## config.mk

```make
export PLATFORM = sky130hd
export DESIGN_NAME = rr_xbar_sched
export DESIGN_NICKNAME = d
export VERILOG_FILES = /design/src/rtl/rrx_pkg.sv /design/src/rtl/rrx_pick.sv /design/src/rtl/rrx_ptr.sv /design/src/rtl/rr_xbar_sched.sv
export SDC_FILE = /design/constraint.sdc
export NUM_CORES = 1
export LEC_CHECK = 0
export BUFFER_PORTS_ARGS = -buffer_cell sky130_fd_sc_hd__buf_2
export CORE_ASPECT_RATIO = 1.75
export CORE_MARGIN = 3
export CORE_UTILIZATION = 45
export DETAILED_ROUTE_END_ITERATION = 7
export REMOVE_ABC_BUFFERS = 1
export SETUP_SLACK_MARGIN = 0.02
export SYNTH_ARGS = -nofsm -noshare
export SYNTH_HDL_FRONTEND = slang
export SYNTH_SLANG_ARGS = --single-unit
```

## constraint.sdc

```tcl
create_clock -name clk -period 5.7 [get_ports clk]
set_clock_uncertainty 0.1 [all_clocks]
set_input_delay 1.14 -clock clk [delete_from_list [all_inputs] [get_ports clk]]
set_output_delay 1.14 -clock clk [all_outputs]
set_load 0.02 [all_outputs]
```

## src/rtl/rrx_pkg.sv

```systemverilog
package rrx_pkg;
  typedef enum logic {ST_IDLE = 1'b0, ST_RUN = 1'b1} rrx_state_e;
endpackage

```

## src/rtl/rrx_pick.sv

```systemverilog
// Round-robin one-hot pick: first set candidate at or after ptr_i, wrapping.
module rrx_pick #(
  parameter int N  = 4,
  parameter int PW = 2
) (
  input  logic [N-1:0]  cand_i,
  input  logic [PW-1:0] ptr_i,
  output logic [N-1:0]  pick_o
);
  logic found;
  always_comb begin
    pick_o = '0;
    found  = 1'b0;
    for (int k = 0; k < N; k++) begin
      int idx;
      idx = int'(ptr_i) + k;
      if (idx >= N) idx = idx - N;
      if (!found && cand_i[idx]) begin
        pick_o[idx] = 1'b1;
        found       = 1'b1;
      end
    end
  end
endmodule

```

## src/rtl/rrx_ptr.sv

```systemverilog
// Rotating pointer: on update, moves to one past the selected index.
module rrx_ptr #(
  parameter int N  = 4,
  parameter int PW = 2
) (
  input  logic          clk,
  input  logic          rst_n,
  input  logic          upd_i,
  input  logic [N-1:0]  sel_i,
  output logic [PW-1:0] ptr_o
);
  logic [PW-1:0] ptr_d;

  always_comb begin
    ptr_d = ptr_o;
    for (int k = 0; k < N; k++) begin
      if (sel_i[k]) ptr_d = (k == N-1) ? '0 : PW'(k + 1);
    end
  end

  always_ff @(posedge clk or negedge rst_n) begin
    if (!rst_n)     ptr_o <= '0;
    else if (upd_i) ptr_o <= ptr_d;
  end
endmodule

```

## src/rtl/rr_xbar_sched.sv

```systemverilog
module rr_xbar_sched
  import rrx_pkg::*;
#(
  parameter int N     = 4,
  parameter int ITERS = N
) (
  input  logic         clk,
  input  logic         rst_n,
  input  logic         start_i,
  input  logic [N*N-1:0] req_i,
  output logic         busy_o,
  output logic         done_o,
  output logic [N*N-1:0] match_o
);
  localparam int PW = (N > 1) ? $clog2(N) : 1;
  localparam int IW = (ITERS > 1) ? $clog2(ITERS) : 1;
  localparam logic [IW-1:0] LAST = IW'(ITERS - 1);

  rrx_state_e st_q, st_d;
  logic [IW-1:0] iter_q, iter_d;
  logic [N-1:0][N-1:0] req_q, mt_q, mt_d;
  logic done_d, load, first;
  logic [N-1:0] in_free, out_free;
  logic [N-1:0][N-1:0] gcand;   // [output][input]
  logic [N-1:0][N-1:0] gnt;     // [output][input]
  logic [N-1:0][N-1:0] acand;   // [input][output]
  logic [N-1:0][N-1:0] acc;     // [input][output]
  logic [N-1:0][N-1:0] acc_t;   // [output][input]
  logic [N-1:0][PW-1:0] gptr, aptr;
  logic any_new;

  // free ports and grant candidates
  always_comb begin
    for (int i = 0; i < N; i++) in_free[i] = ~|mt_q[i];
    for (int j = 0; j < N; j++) begin
      out_free[j] = 1'b1;
      for (int i = 0; i < N; i++) if (mt_q[i][j]) out_free[j] = 1'b0;
    end
    for (int j = 0; j < N; j++)
      for (int i = 0; i < N; i++)
        gcand[j][i] = req_q[i][j] & in_free[i] & out_free[j];
  end

  always_comb begin
    for (int i = 0; i < N; i++)
      for (int j = 0; j < N; j++) begin
        acand[i][j] = gnt[j][i];
        acc_t[j][i] = acc[i][j];
      end
  end

  assign any_new = |acc;
  assign first   = (st_q == ST_RUN) && (iter_q == '0);

  for (genvar g = 0; g < N; g++) begin : g_port
    rrx_pick #(.N(N), .PW(PW)) u_grant (
      .cand_i(gcand[g]), .ptr_i(gptr[g]), .pick_o(gnt[g]));
    rrx_pick #(.N(N), .PW(PW)) u_accept (
      .cand_i(acand[g]), .ptr_i(aptr[g]), .pick_o(acc[g]));
    rrx_ptr #(.N(N), .PW(PW)) u_gptr (
      .clk(clk), .rst_n(rst_n), .upd_i(first && |acc_t[g]),
      .sel_i(acc_t[g]), .ptr_o(gptr[g]));
    rrx_ptr #(.N(N), .PW(PW)) u_aptr (
      .clk(clk), .rst_n(rst_n), .upd_i(first && |acc[g]),
      .sel_i(acc[g]), .ptr_o(aptr[g]));
  end

  // next state
  always_comb begin
    st_d   = st_q;
    iter_d = iter_q;
    mt_d   = mt_q;
    done_d = 1'b0;
    load   = 1'b0;
    case (st_q)
      ST_IDLE: if (start_i) begin
        st_d   = ST_RUN;
        iter_d = '0;
        mt_d   = '0;
        load   = 1'b1;
      end
      ST_RUN: begin
        mt_d   = mt_q | acc;
        iter_d = iter_q + IW'(1);
        if (!any_new || iter_q == LAST) begin
          st_d   = ST_IDLE;
          done_d = 1'b1;
        end
      end
      default: st_d = ST_IDLE;
    endcase
  end

  always_ff @(posedge clk or negedge rst_n) begin
    if (!rst_n) begin
      st_q   <= ST_IDLE;
      iter_q <= '0;
      mt_q   <= '0;
      done_o <= 1'b0;
    end else begin
      st_q   <= st_d;
      iter_q <= iter_d;
      mt_q   <= mt_d;
      done_o <= done_d;
    end
  end

  always_ff @(posedge clk or negedge rst_n) begin
    if (!rst_n)    req_q <= '0;
    else if (load) req_q <= req_i;
  end

  assign busy_o  = (st_q == ST_RUN);
  assign match_o = mt_q;
endmodule

```

Word level (Yosys, flattened, before mapping) --
Index checks and enable logic that the tools add are counted.
Word-level totals: flip-flop bits (word level) 52, input port bits 19, output and inout bits 18, word-level logic and storage cells 662
Cells by class: add/sub/neg operators 57, magnitude comparators 96, eq/ne operators 2, muxes and demuxes 305, bitwise logic cells 58, reduce and logical (&&, ||, !) cells 125
Operators with widths (count):
- 32-bit by 1-bit >= comparator with 1-bit output, second input constant | 32
- 32-bit by 4-bit less-than comparator with 1-bit output, second input constant | 32
- 32-bit 2-to-1 mux | 32
- 32-bit by 4-bit >= comparator with 1-bit output, second input constant | 24
- 32-bit by 4-bit subtractor with 32-bit output, second input constant | 24
- 1-bit 2-to-1 mux | 141
- 4-bit 2-to-1 mux | 32
- 4-bit bitwise OR | 24
- 1-bit logical AND | 65
- 1-bit binary-select mux with 2-bit select | 32
- 1-bit demux with 2-bit select | 32
- 2-bit 2-to-1 mux | 32
- 2-bit by 2-bit adder with 3-bit output, second input constant | 16
- 4-bit OR reduction | 12
- 1-bit bitwise AND | 32
- 16-bit one-hot mux with 2 select lines | 1
- 4-bit nonzero test | 8
- 2-bit by 3-bit subtractor with 4-bit output, second input constant | 8
- 1-bit zero test | 29
- 2-bit by 1-bit adder with 3-bit output, second input constant | 8
- 2-bit by 3-bit >= comparator with 1-bit output, second input constant | 8
- 16-bit 2-to-1 mux | 1
- 16-bit bitwise OR | 1
- 2-bit AND reduction | 8
- other kinds (9) | 9

Depth between registers and ports, before layout --
depth after elaboration 36, mapped depth 17, mapped depth without buffers 15

Modules after synthesis --
From an unflattened synthesis, not the netlist that was laid out.
Unflattened totals: cells, all modules 540, area, all modules 5393.9 um2
By module, submodules not included:
- rrx_pick | instances 8, cells an instance 38, area an instance 357.8 um2
- rr_xbar_sched | instances 1, cells an instance 156, area an instance 1690.4 um2
- rrx_ptr | instances 8, cells an instance 10, area an instance 105.1 um2

Least setup slack after synthesis --
Ideal clock, no wire load.
path type register to register, start register mt_q, in the netlist match_o[10], end register st_q, in the netlist busy_o, arrival 3969 ps, setup slack 1491 ps, cell stages (with the launch flop) 15, buffers on the path 1, clock period less this slack 4209 ps, cells stage by stage dfrtp_1 > or4_4 > buf_6 > a211o_1 > mux4_2 > nor3b_2 > a211oi_2 > and2_0 > mux4_2 > mux2_1 > a221oi_2 > and2b_1 > nand4_1 > nor2_2 > o31ai_1
On the way: word-level cells in the longest chain between the ends 35, elaborated cells on any way between the ends 244
RTL lines:
- from (decl) | RTL line rr_xbar_sched.sv:21 | logic [N-1:0][N-1:0] req_q, mt_q, mt_d;
- from (signal assigned) | RTL line rr_xbar_sched.sv:103 | mt_q <= mt_d;
- 4-bit OR reduction | RTL line rr_xbar_sched.sv:34 | for (int i = 0; i < N; i++) in_free[i] = ~|mt_q[i];
- 1-bit zero test | RTL line rr_xbar_sched.sv:34
- 1-bit bitwise AND (2 in series) | RTL line rr_xbar_sched.sv:41 | gcand[j][i] = req_q[i][j] & in_free[i] & out_free[j];
- 1-bit binary-select mux with 2-bit select | RTL line rrx_pick.sv:18 | if (!found && cand_i[idx]) begin
- 1-bit 2-to-1 mux (implied by the code) (2 in series) | RTL line rrx_pick.sv:18
- 1-bit 2-to-1 mux | RTL line rrx_pick.sv:18
- 1-bit zero test | RTL line rrx_pick.sv:18
- 1-bit logical AND | RTL line rrx_pick.sv:18
- [... 18 more ...]
- 1-bit logical AND | RTL line rrx_pick.sv:18
- 4-bit 2-to-1 mux | RTL line rrx_pick.sv:18
- 16-bit OR reduction (*) | RTL line rr_xbar_sched.sv:52 | assign any_new = |acc;
- 1-bit zero test (*) | RTL line rr_xbar_sched.sv:85 | if (!any_new || iter_q == LAST) begin
- 1-bit logical OR (*) | RTL line rr_xbar_sched.sv:85
- 1-bit 2-to-1 mux (*) | RTL line rr_xbar_sched.sv:85
- 1-bit one-hot mux with 2 select lines (*) | RTL line rr_xbar_sched.sv:75 | case (st_q)
- via st_d | RTL line rr_xbar_sched.sv:19 | rrx_state_e st_q, st_d;
- to (signal assigned) | RTL line rr_xbar_sched.sv:101 | st_q <= st_d;
- to (decl) | RTL line rr_xbar_sched.sv:19
Mark *: on every way through the listed nets, which the timed path passes. The rest lies on a longest branch. The select of a mux whose other input is x is not followed. A chain may end at the register's enable or synchronous reset.

Final worst setup path --
start register mt_q, in the netlist match_o[14], end register st_q, in the netlist busy_o
Same word-level chain as after synthesis.

==> impl_metrics.env <==
export IMPL_crit_arrival_ns=5.12
export IMPL_rsz0062_at_grt="no"
export IMPL_holdPathEnd="iter_q[0]$_DFFE_PN0P_"
export IMPL_synth_cell_area_um2=5830
export IMPL_drtIter0Drc=318
export IMPL_rows=54
export IMPL_clkLatencyLatePin_ns=0.30
export IMPL_port_buffers=36
export IMPL_ys_types=73
export IMPL_die_y_um=157
export IMPL_max_stage_delay_ns=0.83
export IMPL_grt_overflow_total=0
export IMPL_path_class="flip-flop to flip-flop"
export IMPL_multi_input_area_um2=4200
export IMPL_fin_crit_ns=5.02
export IMPL_r2r_end="busy_o$_DFF_PN0_"
export IMPL_netlist_instances=674
export IMPL_cap_violations=0
export IMPL_final_hold_viol_count=0
export IMPL_htreeDepth=2
export IMPL_path_max_fanout=15
export IMPL_hp_start="iter_q[0]$_DFFE_PN0P_"
export IMPL_crit_chain="or4_1, o32ai_1, a22o_1, nor4_1, nor4_2, mux2i_1, mux2i_1, nand2_1, o221ai_1, and2b_1, nand4_1, nor2_2, o31ai_1"
export IMPL_yosys_warnings=0
export IMPL_cts_tree="yes"
export IMPL_critPathSlowestCell="or4_1"
export IMPL_slew_limit_headroom_pct=38.9
export IMPL_hold_buffers=0
export IMPL_detailed_place_hpwl_um=14000
export IMPL_cts_root_buffer="clkbuf_16"
export IMPL_insertedDiodeCount=0
export IMPL_drt_pre_antenna_iters=5
export IMPL_floorplan_initialDensity_pct=46.4
export IMPL_cp_start_kind="flip-flop"
export IMPL_die_x_um=92.0
export IMPL_coreArea_um2=12600
export IMPL_max_freq_ghz=0.199
export IMPL_status="completed"
export IMPL_io_pins=37
export IMPL_cpMostUsedCell="mux2i_1"
export IMPL_async_reset_ff_share_pct=100
export IMPL_cp_data_required_time_ns=5.80
export IMPL_totalWireLength_um=18200
export IMPL_synth_seq_cells=52
export IMPL_grt_max_degree=45
export IMPL_grt_antenna_before_repair=0
export IMPL_vias_per_cell=6.47
export IMPL_clkSinkCount=52
export IMPL_grt_usage_pct=25.0
export IMPL_vias=5651
export IMPL_endpoint_kind="flip-flop"
export IMPL_worst_slew_pin_slew_ns=0.907
export IMPL_yosysSeqAreaShare_pct=22.3
export IMPL_reg2regPathDepth=13
export IMPL_synth_edff_count=0
export IMPL_syn_avg_cell_area_um2=8.65
export IMPL_slew_violations=0
export IMPL_cts_setup_buffers=0
export IMPL_r2r_slack_ns=0.68
export IMPL_worstReg2RegStart="match_o[14]$_DFFE_PN0P_"
export IMPL_worstHoldPathCells=1
export IMPL_drc_errors=0
export IMPL_finalSetupViolCount=0
export IMPL_fillers=1209
export IMPL_hold_path_class="flip-flop to flip-flop"
export IMPL_timing_final_crit_share_pct=88.1
export IMPL_cts_buffer_depth=2
export IMPL_finalSetupTns_ns=0
export IMPL_cts_resized=0
export IMPL_ff_latch_area_um2=1300
export IMPL_gp_congestion=0.975
export IMPL_routedWlPerCell_um=20.9
export IMPL_grt_first_pass_wirelength_um=28700
export IMPL_die_area_um2=14400
export IMPL_area_growth_pct=9.55
export IMPL_layout_drive_gt1_share_pct=17.3
export IMPL_synth_main_ff_cell="dfrtp_1"
export IMPL_grt_pass1_vias=5534
export IMPL_fin_nets=777
export IMPL_cts_buffers=5
export IMPL_clk_pin_slew_ns=0.08
export IMPL_ant_nets=0
==> kinds of logic (layout without fill, tap and decap cells) <==
kind of cell	Yosys count	count (layout)	share of synthesized area (%)
buffers and inverters	85	117	5.80
AO/OA/AOI/OAI	224	224	29.3
adder cells (fa/ha/maj)	53	53	11.4
flip-flops	52	52	22.3
AND/OR/NAND/NOR	214	214	21.0
multiplexers	46	46	10.2
==> per-stage QoR <==
step / util, % / area, um2 / instances / hold WS [ns] / setup slack, ns
floorplan: - / 5700 / 645 / 0.368 / 1.20
global placement: 49.6 / 6230 / 866 / 0.391 / 1.00
detailed placement: 49.6 / 6230 / 866 / 0.399 / 0.830
CTS: 50.8 / 6390 / 874 / 0.415 / 0.767
global route: 50.8 / 6390 / 874 / 0.451 / 0.411
finish: 50.8 / 6390 / 874 / 0.419 / 0.677
==> worst max-delay path, delay by kind of cell, from the launching register on <==
family           cells  cell delay [ns]
multiplexers         2             0.69
AND/OR/NAND/NOR      7             2.15
flip-flops           1             0.47
AO/OA/AOI/OAI        4             1.50
==> cells in the mapped netlist, types with 11 or more instances <==
cell | number | share of area, %
nand3b_1 | 11 | 1.4
a211oi_1 | 14 | 1.8
mux2_2 | 21 | 4.1
nor4_1 | 11 | 1.2
mux2i_1 | 12 | 2.1
dfrtp_1 | 52 | 22
inv_1 | 56 | 3.6
nor2_1 | 35 | 2.3
o21ai_0 | 31 | 2.7
a2111oi_0 | 15 | 2.3
o32ai_1 | 11 | 1.7
and3_1 | 17 | 1.8
ha_1 | 53 | 11
a22oi_1 | 13 | 1.7
o211ai_1 | 17 | 2.2
a21oi_1 | 29 | 2.5
nor2b_1 | 12 | 1.3
nand2b_1 | 15 | 1.6
clkbuf_1 | 22 | 1.4
nand2_1 | 46 | 3.0
==> cell usage in the layout, fill, tap and decap left out, drive strengths merged, types with 5 or more instances in the layout <==
master and instances:
a2111oi 15, a211oi 15, a21oi 30, a221o 10
a221oi 8, a22o 10, a22oi 13, a32oi 5
and2 14, and3 17, buf 53, clkbuf 5
dfrtp 52, ha 53, inv 59, mux2 26
mux2i 12, mux4 8, nand2 46, nand2b 15
nand3 9, nand3b 11, nand4 8, nor2 37
nor2b 12, nor4 19, o211ai 17, o21ai 32
o221ai 7, o22ai 7, o31ai 8, o32ai 11
or4 6
==> metal layers <==
layer / track usage, % / vias up / part of all wire, %
li1: - / 2657 / -
met1: 28.9 / 2729 / 39
met2: 45.3 / 218 / 52
met3: 2.89 / 47 / 4.6
met4: 12.3 / 0 / 4.9
met5: 0 / - / 0
==> final cells by class <==
cell class,instances,share of cell area [%]
inverters,56,3.29
clock buffers,5,1.96
clock inverters,3,0.451
flip-flops and latches,52,20.4
multi-input cells,537,65.8
well taps,168,3.29
repair buffers,53,4.82
==> worst max-delay path by stage <==
stage	startpoint	endpoint	slack [ns]	cells past startpoint
2_1_floorplan	match_o[6]$_DFFE_PN0P_	busy_o$_DFF_PN0_	1.20	12
3_3_place_gp	match_o[14]$_DFFE_PN0P_	done_o$_DFF_PN0_	1.0	13
3_5_place_dp	match_o[14]$_DFFE_PN0P_	busy_o$_DFF_PN0_	0.83	13
4_1_cts	match_o[14]$_DFFE_PN0P_	busy_o$_DFF_PN0_	0.77	13
5_1_grt	match_o[14]$_DFFE_PN0P_	busy_o$_DFF_PN0_	0.41	13
6_report	match_o[14]$_DFFE_PN0P_	busy_o$_DFF_PN0_	0.68	13
==> state kept, by name (all words and copies together) (netlist names) <==
signal and cells:
busy_o 1, g_port.u_aptr.ptr_o 8, iter_q 2, match_o 16
g_port.u_gptr.ptr_o 8, done_o 1, req_q 16
Power is left out: the tool's default activity adds up to more than one toggle a clock period on the data nets, which glitch-free logic cannot reach.
